$ cat config.mk
export PLATFORM = sky130hd
export DESIGN_NAME = irq_stack_seq
export DESIGN_NICKNAME = d
export VERILOG_FILES = /design/src/rtl/irs_pkg.sv /design/src/rtl/irs_rst_sync.sv /design/src/rtl/irs_stack_step.sv /design/src/rtl/irq_stack_seq.sv
export SDC_FILE = /design/constraint.sdc
export NUM_CORES = 1
export LEC_CHECK = 0
export BUFFER_PORTS_ARGS = -buffer_cell sky130_fd_sc_hd__buf_2
export CORE_MARGIN = 1
export CORE_UTILIZATION = 54
export DETAILED_ROUTE_END_ITERATION = 10
export GPL_TIMING_DRIVEN = 0
export PLACE_DENSITY = 0.81
export SYNTH_ARGS = -nofsm -noshare
export SYNTH_HDL_FRONTEND = slang
export SYNTH_SLANG_ARGS = --single-unit
$ cat constraint.sdc
create_clock -name clk_i -period 2.2 [get_ports clk_i]
set_clock_uncertainty 0.1 [all_clocks]
set_input_delay 0.55 -clock clk_i [delete_from_list [all_inputs] [get_ports clk_i]]
set_output_delay 0.55 -clock clk_i [all_outputs]
set_load 0.1 [all_outputs]
$ cat src/rtl/irs_pkg.sv
package irs_pkg;
    typedef enum logic [1:0] {
        ST_IDLE = 2'd0,
        ST_BUS  = 2'd1,
        ST_GAP  = 2'd2
    } seq_st_e;

    typedef enum logic {
        OP_PUSH = 1'b0,
        OP_POP  = 1'b1
    } stk_op_e;
endpackage

$ cat src/rtl/irs_rst_sync.sv
module irs_rst_sync (
    input  logic clk_i,
    input  logic rst_i,
    output logic rst_o
);
    logic meta_q;
    logic sync_q;

    always_ff @(posedge clk_i) begin
        meta_q <= rst_i;
        sync_q <= meta_q;
    end

    assign rst_o = sync_q;
endmodule

$ cat src/rtl/irs_stack_step.sv
module irs_stack_step
    import irs_pkg::*;
#(
    parameter int AW = 16
) (
    input  stk_op_e         op_i,
    input  logic [AW-1:0]   sp_i,
    output logic [AW-1:0]   adr_o,
    output logic [AW-1:0]   sp_o
);
    localparam logic [AW-1:0] WORD_BYTES = AW'(2);

    // pre-decrement on push, post-increment on pop
    always_comb begin
        if (op_i == OP_PUSH) begin
            sp_o  = sp_i - WORD_BYTES;
            adr_o = sp_i - WORD_BYTES;
        end else begin
            sp_o  = sp_i + WORD_BYTES;
            adr_o = sp_i;
        end
    end
endmodule

$ cat src/rtl/irq_stack_seq.sv
module irq_stack_seq
    import irs_pkg::*;
#(
    parameter int              AW        = 16,
    parameter int              DW        = 16,
    parameter int              FLG_W     = 8,
    parameter int              VEC_W     = 4,
    parameter int              VEC_SHIFT = 3,
    parameter logic [AW-1:0]   SP_RST    = 16'h0100,
    parameter logic [AW-1:0]   PC_RST    = 16'h0040,
    parameter logic [FLG_W-1:0] FLG_RST  = 8'h5A
) (
    input  logic              clk_i,
    input  logic              rst_i,
    input  logic              start_int_i,
    input  logic              start_ret_i,
    input  logic [VEC_W-1:0]  vector_i,
    output logic [AW-1:0]     adr_o,
    output logic [DW-1:0]     dat_o,
    output logic              dat_oe_o,
    input  logic [DW-1:0]     dat_i,
    output logic [DW/8-1:0]   sel_o,
    output logic              stb_o,
    output logic              cyc_o,
    output logic              we_o,
    input  logic              ack_i,
    output logic              done_o,
    output logic [AW-1:0]     sp_o,
    output logic [AW-1:0]     pc_o,
    output logic [FLG_W-1:0]  flags_o
);
    localparam int SEL_W = DW / 8;

    typedef struct packed {
        seq_st_e           st;
        stk_op_e           op;
        logic              word;
        logic [VEC_W-1:0]  vec;
        logic [AW-1:0]     sp;
        logic [AW-1:0]     pc;
        logic [FLG_W-1:0]  flags;
        logic [AW-1:0]     adr;
        logic [DW-1:0]     wdat;
        logic              stb;
        logic              done;
    } seq_t;

    seq_t    r_d, r_q;
    logic    rst_s;
    stk_op_e step_op;
    logic [AW-1:0] step_adr, step_sp;

    irs_rst_sync i_rst_sync (
        .clk_i (clk_i),
        .rst_i (rst_i),
        .rst_o (rst_s)
    );

    // in idle the pending request picks the direction, afterwards the latched op
    always_comb begin
        if (r_q.st == ST_IDLE) begin
            step_op = start_int_i ? OP_PUSH : OP_POP;
        end else begin
            step_op = r_q.op;
        end
    end

    irs_stack_step #(.AW(AW)) i_stack_step (
        .op_i  (step_op),
        .sp_i  (r_q.sp),
        .adr_o (step_adr),
        .sp_o  (step_sp)
    );

    always_comb begin
        r_d      = r_q;
        r_d.done = 1'b0;
        unique case (r_q.st)
            ST_IDLE: begin
                if (start_int_i || start_ret_i) begin
                    r_d.op   = step_op;
                    r_d.vec  = vector_i;
                    r_d.word = 1'b0;
                    r_d.sp   = step_sp;
                    r_d.adr  = step_adr;
                    r_d.wdat = DW'(r_q.flags);
                    r_d.stb  = 1'b1;
                    r_d.st   = ST_BUS;
                end
            end
            ST_BUS: begin
                if (ack_i) begin
                    r_d.stb = 1'b0;
                    if (r_q.op == OP_POP) begin
                        if (!r_q.word) begin
                            r_d.pc = AW'(dat_i);
                        end else begin
                            r_d.flags = dat_i[FLG_W-1:0];
                        end
                    end
                    if (!r_q.word) begin
                        r_d.st = ST_GAP;
                    end else begin
                        r_d.st   = ST_IDLE;
                        r_d.done = 1'b1;
                        if (r_q.op == OP_PUSH) begin
                            r_d.pc = AW'(r_q.vec) << VEC_SHIFT;
                        end
                    end
                end
            end
            ST_GAP: begin
                r_d.word = 1'b1;
                r_d.sp   = step_sp;
                r_d.adr  = step_adr;
                r_d.wdat = DW'(r_q.pc);
                r_d.stb  = 1'b1;
                r_d.st   = ST_BUS;
            end
            default: begin
                r_d.st  = ST_IDLE;
                r_d.stb = 1'b0;
            end
        endcase
    end

    always_ff @(posedge clk_i) begin
        if (rst_s) begin
            r_q.st    <= ST_IDLE;
            r_q.op    <= OP_PUSH;
            r_q.word  <= 1'b0;
            r_q.vec   <= '0;
            r_q.sp    <= SP_RST;
            r_q.pc    <= PC_RST;
            r_q.flags <= FLG_RST;
            r_q.adr   <= '0;
            r_q.wdat  <= '0;
            r_q.stb   <= 1'b0;
            r_q.done  <= 1'b0;
        end else begin
            r_q <= r_d;
        end
    end

    assign adr_o    = r_q.adr;
    assign stb_o    = r_q.stb;
    assign cyc_o    = r_q.stb;
    assign sel_o    = {SEL_W{r_q.stb}};
    assign we_o     = r_q.stb && (r_q.op == OP_PUSH);
    assign dat_oe_o = r_q.stb && (r_q.op == OP_PUSH);
    assign dat_o    = dat_oe_o ? r_q.wdat : '0;
    assign done_o   = r_q.done;
    assign sp_o     = r_q.sp;
    assign pc_o     = r_q.pc;
    assign flags_o  = r_q.flags;

    // a write transfer opens at the already lowered stack pointer
    a_r2_push_addr: assert property (@(posedge clk_i) disable iff (rst_s !== 1'b0)
        $rose(stb_o) && we_o |-> adr_o == sp_o);

    // a read transfer opens at the stack pointer before its increment
    a_r4_pop_addr: assert property (@(posedge clk_i) disable iff (rst_s !== 1'b0)
        $rose(stb_o) && !we_o |-> adr_o == sp_o - AW'(2));

    // an unacknowledged transfer holds its strobe, address and direction
    a_r6_hold: assert property (@(posedge clk_i) disable iff (rst_s !== 1'b0)
        stb_o && !ack_i |=> stb_o && $stable(adr_o) && $stable(we_o));

    // an acknowledged transfer is followed by a clock with the strobe low
    a_r7_gap: assert property (@(posedge clk_i) disable iff (rst_s !== 1'b0)
        stb_o && ack_i |=> !stb_o);

    // the done pulse lasts one clock and comes with the bus idle
    a_r3_done_pulse: assert property (@(posedge clk_i) disable iff (rst_s !== 1'b0)
        done_o |-> !stb_o ##1 !done_o);

    // an interrupt ends with the entry address in PC
    a_r3_entry_pc: assert property (@(posedge clk_i) disable iff (rst_s !== 1'b0)
        stb_o && we_o && ack_i && $past(stb_o) |=> !done_o || pc_o[VEC_SHIFT-1:0] == '0);
endmodule

# Yosys cells after proc, flatten, opt, wreduce, memory -nomap -nowiden
# Cells that the tools add are included.
[word_totals]
output_inout_bits = 79
regBits = 84
latch_bits = 0
romBits = 0
mem_bits_rw = 0
memories = 0
[classes]
div_mod_pow = 0
n_bitwise = 3
addsub = 2
reduce_logical = 10
mux = 21
magnitude_cmp = 0
multipliers = 0
n_eq_ne = 4
shifts = 0
[op_table]
columns = ["op", "count"]
rows = [
  ["$mux W16", 6],
  ["$pmux W32 S2", 1],
  ["$mux W24", 2],
  ["$mux W33", 1],
  ["$pmux W16 S2", 1],
  ["$add A16 B2 Y16 const B", 1],
  ["$sub A16 B2 Y16 const B", 1],
  ["$mux W8", 1],
  ["$reduce_and A2 Y1", 4],
  ["$mux W2", 3],
  ["$pmux W2 S3", 1],
  ["$reduce_and A4 Y1", 1],
  ["$mux W1", 3],
  ["$not A1 Y1", 3],
  ["$pmux W1 S3", 1],
  ["$reduce_or A3 Y1", 1],
  ["$eq A2 B1 Y1 const B", 1],
  ["$eq A2 B2 Y1 const B", 1],
  ["$logic_not A2 Y1", 1],
  ["$ne A2 B1 Y1 const B", 1],
  ["$ne A2 B2 Y1 const B", 1],
  ["$pmux W1 S2", 1],
  ["$reduce_bool A2 Y1", 1],
  ["$logic_and A1 B1 Y1", 1],
  ["$logic_or A1 B1 Y1", 1],
]

# Depth between registers and ports, before layout
[depth]
word_depth = 5
depth_mapped = 8
ltp_nobuf = 7

# Modules after synthesis
# Synthesis repeated with hierarchy kept, for this count alone.
[hier_totals]
cells_unflattened = 545
hier_area_um2 = 4794.6
[by_module_without_submodules]
columns = ["mod", "instances", "seq_area_each_um2", "cells_per_inst", "area_per_inst_um2"]
rows = [
  ["irq_stack_seq", 1, 1641.6, 438, 3990.1],
  ["irs_stack_step", 1, 0.0, 105, 764.5],
  ["irs_rst_sync", 1, 40.0, 2, 40.0],
]

# Worst setup path after synthesis
# No wires, ideal clock.
[synth_timing]
kind = "register -> output"
start = "register r_q (netlist bit cyc_o)"
end = "output dat_o[10]"
n_path_buf = 1
stages_incl_launch_ff = 4
t_arrival_ns = 3.247
slack_ns = -1.697
path_cell_list = "dfxtp_1 > nor2b_1 > clkbuf_1 > and2_1"
[synth_between]
elab_chain_len = 2
[synth_lines]
columns = ["item", "line", "text"]
rows = [
  ["start: declaration", "irq_stack_seq.sv:48", "seq_t r_d, r_q;"],
  ["start signal: assignment", "irq_stack_seq.sv:141", "r_q <= r_d;"],
  ["$logic_and A1 B1 Y1", "irq_stack_seq.sv:150", "assign dat_oe_o = r_q.stb && (r_q.op == OP_PUSH);"],
  ["named net dat_oe_o", "irq_stack_seq.sv:20", "output logic dat_oe_o,"],
  ["$mux W16", "irq_stack_seq.sv:151", "assign dat_o = dat_oe_o ? r_q.wdat : '0;"],
  ["end: declaration", "irq_stack_seq.sv:19", "output logic [DW-1:0] dat_o,"],
]
# The timed path passes the listed nets, and every way through them passes these cells.

# Worst setup path in the final report
[layout_timing]
start = "register r_q (netlist bit sp_o[4])"
end = "register r_q (netlist bit sp_o[14])"
[layout_between]
elab_chain_len = 4
elab_cells_between_ends = 5
[layout_lines]
columns = ["item", "line", "text"]
rows = [
  ["$sub A16 B2 Y16 / $add A16 B2 Y16 (equally long branches)", "irs_stack_step.sv:16, irs_stack_step.sv:19", ""],
  ["$mux W16 (*)", "irs_stack_step.sv:15", "if (op_i == OP_PUSH) begin"],
  ["$mux W24", "irq_stack_seq.sv:80", "if (start_int_i || start_ret_i) begin"],
  ["$pmux W16 S2 (*)", "irq_stack_seq.sv:78", "unique case (r_q.st)"],
]
# Mark *: on every way between the ends. The rest lies on a longest branch, timed or not. The select of a mux whose other input is x is not followed.
# A chain may end at the register's enable or synchronous reset.

==> flow_summary.ini <==
[run_status]
status = completed

[final_layout]
finalInstanceArea_um2 = 5400
synthToLayoutAreaGrowth_pct = 27.4
fin_nets = 639
mostFrequentLayoutCells = buf_2 (98), dfxtp_1 (78), buf_4 (75)
fillers = 585
drive_gt1_share_pct = 40.2
post-route-util_pct = 72.9
antenna_cells = 0
layout_commonest_cell = buf_2
instances_no_fill = 716

[cts]
cts_buffers = 9
clock_latency_ns = 0.36
cts_buffer_depth = 2
cts_tree = done
cts_root_buf = clkbuf_8
clkSlewWorstSetupHoldPaths_ns = 0.09
postCtsHoldBufs = 0
numClockSinks = 82
cts.htree.levels = 3

[power_and_ir_drop]
p_per_area_nw_per_um2 = 873
ir_worst_vdd_mv = 0.687
fin_total_pwr_uw = 4720
leakage_uw = 0.00243

[floorplanning]
row_count = 31
die_h_um = 90.6
start_util_pct = 57.2
io_pins = 104
dieArea_um2 = 8210
fp.coreArea_um2 = 7410
die_w_um = 90.6

[synthesis]
ys_types = 60
async_flop_share_pct = 0
yosys_warnings = 0
synthesis.area_um2 = 4240
yosys.area.top_type = dfxtp_1
ys_ff_latch = 82
syn-instance-count = 494
synthTopCellsByArea = dfxtp_1 (39%), buf_4 (11%), nor2_1 (6.6%)
avgSynthCellArea_um2 = 8.58
synth_edf_count = 0
yosys.area.top_type_share_pct = 38.7
yosysSeqAreaShare_pct = 38.7
ys.flop_type = dfxtp_1

[route]
via_per_inst = 5.53
drt_pass1_iterations = 6
ant_nets = 0
routed_wl_um = 11300
via_count = 3963
drc_errors = 0
wire_per_inst_um = 15.8
drt_iter0_drc = 293

[timing]
hold_viol = 0
post-route-period-util_pct = 98.4
max_slew_margin_pct = 46.4
fmax_mhz = 462
finalCriticalPeriod_ns = 2.16
setup_ws_ns = 0.0352
final_max_slew_viol_count = 0
tightest_slew_ns = 0.798
setup_violations = 0

[critical_path]
path_cells = clkbuf_4, and4_4, nand3_2, or4_1, a21oi_2, mux2_1
path_class = reg2reg
path_buf_inv = 1
required_ns = 2.34
critPathMaxStageDelay_ns = 0.53
worst_setup_path_start_kind = flop
critPathMaxFanout = 8
crit_path_top_delay_cell = or4_1
cp.arrival_ns = 2.31
crit_path_end_kind = flop
critical-path-top-delay-family = simple AND/OR/NAND/NOR gates

[placed_design]
hpwl_um = 8090
dp.cells = 695
place.gp.congestion = 0.974
post-place-ws_ns = -0.158
numPortBuffers = 101
placed_area_um2 = 4920

[global_routing]
grtUsageMet2_pct = 45.1
antenna_found_initial = 0
grt_remaining_overflow = 0
grt_max_degree = 15
met3_usage_pct = 7.07
track_usage_pct = 28.5
grt_pass1_vias = 3716
busiest_layer = met2
grt_pass1_wl_um = 18500
use_met1_pct = 37.4

[hold_path]
hold_path_class = in2reg

[run]
cap_violations = 0
Yosys cell counts (11+ instances only):
library cell / n
dfxtp_1: 82
nor2_1: 74
buf_4: 62
a22oi_1: 21
a211oi_1: 19
and2_1: 18
mux2i_1: 18
a21oi_1: 17
buf_2: 17
nand2_1: 16
nor3_1: 15
clkbuf_1: 13
nand4_1: 11
worst paths after layout:
path | endpoint | startpoint | cells past startpoint | slack (ns)
worst max-delay path | sp_o[14] | sp_o[4] | 6 | 0.04
worst min-delay path | i_rst_sync.meta_q | rst_i | 1 | 0.19
worst max register to register | sp_o[14] | sp_o[4] | 6 | 0.04
worst min register to register | i_rst_sync.rst_o | i_rst_sync.meta_q | 0 | 0.24
registers in the layout, summed over array words and instances, names as in the netlist:
signal	count
cyc_o	1
sp_o	15
done_o	1
i_rst_sync.meta_q	1
adr_o	15
pc_o	16
flags_o	8
r_q	24
i_rst_sync.rst_o	1
worst register-to-register path, stage by stage, from the launching register on:
cell      delay [ns]
dfxtp_1         0.34
clkbuf_4        0.21
and4_4          0.26
nand3_2         0.11
or4_1           0.53
a21oi_2         0.16
mux2_1          0.33
power by group:
| group | internal, µW | switching [µW] | total (µW) |
|---|---|---|---|
| Combinational | 513 | 1300 | 1810 |
| Sequential | 1590 | 98.5 | 1690 |
| Clock | 634 | 579 | 1210 |
| Total | 2740 | 1980 | 4720 |
timing repair:
| item | CTS | global route |
|---|---|---|
| gates resized for setup | 54 | 14 |
| buffers inserted | 4 | 1 |
| cloned | 2 | 0 |
| pin swaps | 2 | 1 |
| endpoints found under the setup margin | 27 | 40 |
cell type report:
| class | instances | area, µm² | area share, % |
|---|---|---|---|
| Multi-Input combinational cell | 311 | 2030 | 37.6 |
| Inverter | 7 | 26.3 | 0.486 |
| Clock buffer | 12 | 166 | 3.08 |
| Timing Repair Buffer | 107 | 718 | 13.3 |
| Tap cell | 99 | 124 | 2.29 |
| Clock inverter | 4 | 55.1 | 1.02 |
| Sequential cell | 82 | 1650 | 30.6 |
| Buffer | 94 | 627 | 11.6 |
kinds of logic (layout without fill, tap and decap cells):
kind of cell | after synthesis | in the layout | share of synthesized area [%]
and+or+nand+nor | 184 | 185 | 23.1
AOI/OAI and AO/OA | 86 | 86 | 14.2
buffers and inverters | 103 | 224 | 15.1
DFF | 82 | 82 | 38.7
adders and majority gates | 2 | 2 | 0.590
other | 1 | 2 | 0.0884
xor gates and xnor gates | 15 | 15 | 3.10
muxes | 21 | 21 | 5.05
through the flow:
stage          TNS (ns)  hold slack (ns)
3_5_place_dp      -3.16            0.223
6_report              0            0.190
3_3_place_gp      -2.29            0.211
2_1_floorplan         0            0.210
4_1_cts               0            0.186
5_1_grt         -0.0301            0.179
per-layer routing:
metal	routed length [µm]	vias up	share of wire, %
met5	0	-	0
met4	204	0	1.8
met3	951	21	8.4
met2	5190	191	46
met1	4990	1848	44
li1	-	1903	-
Power figures use the tool's default switching activity.
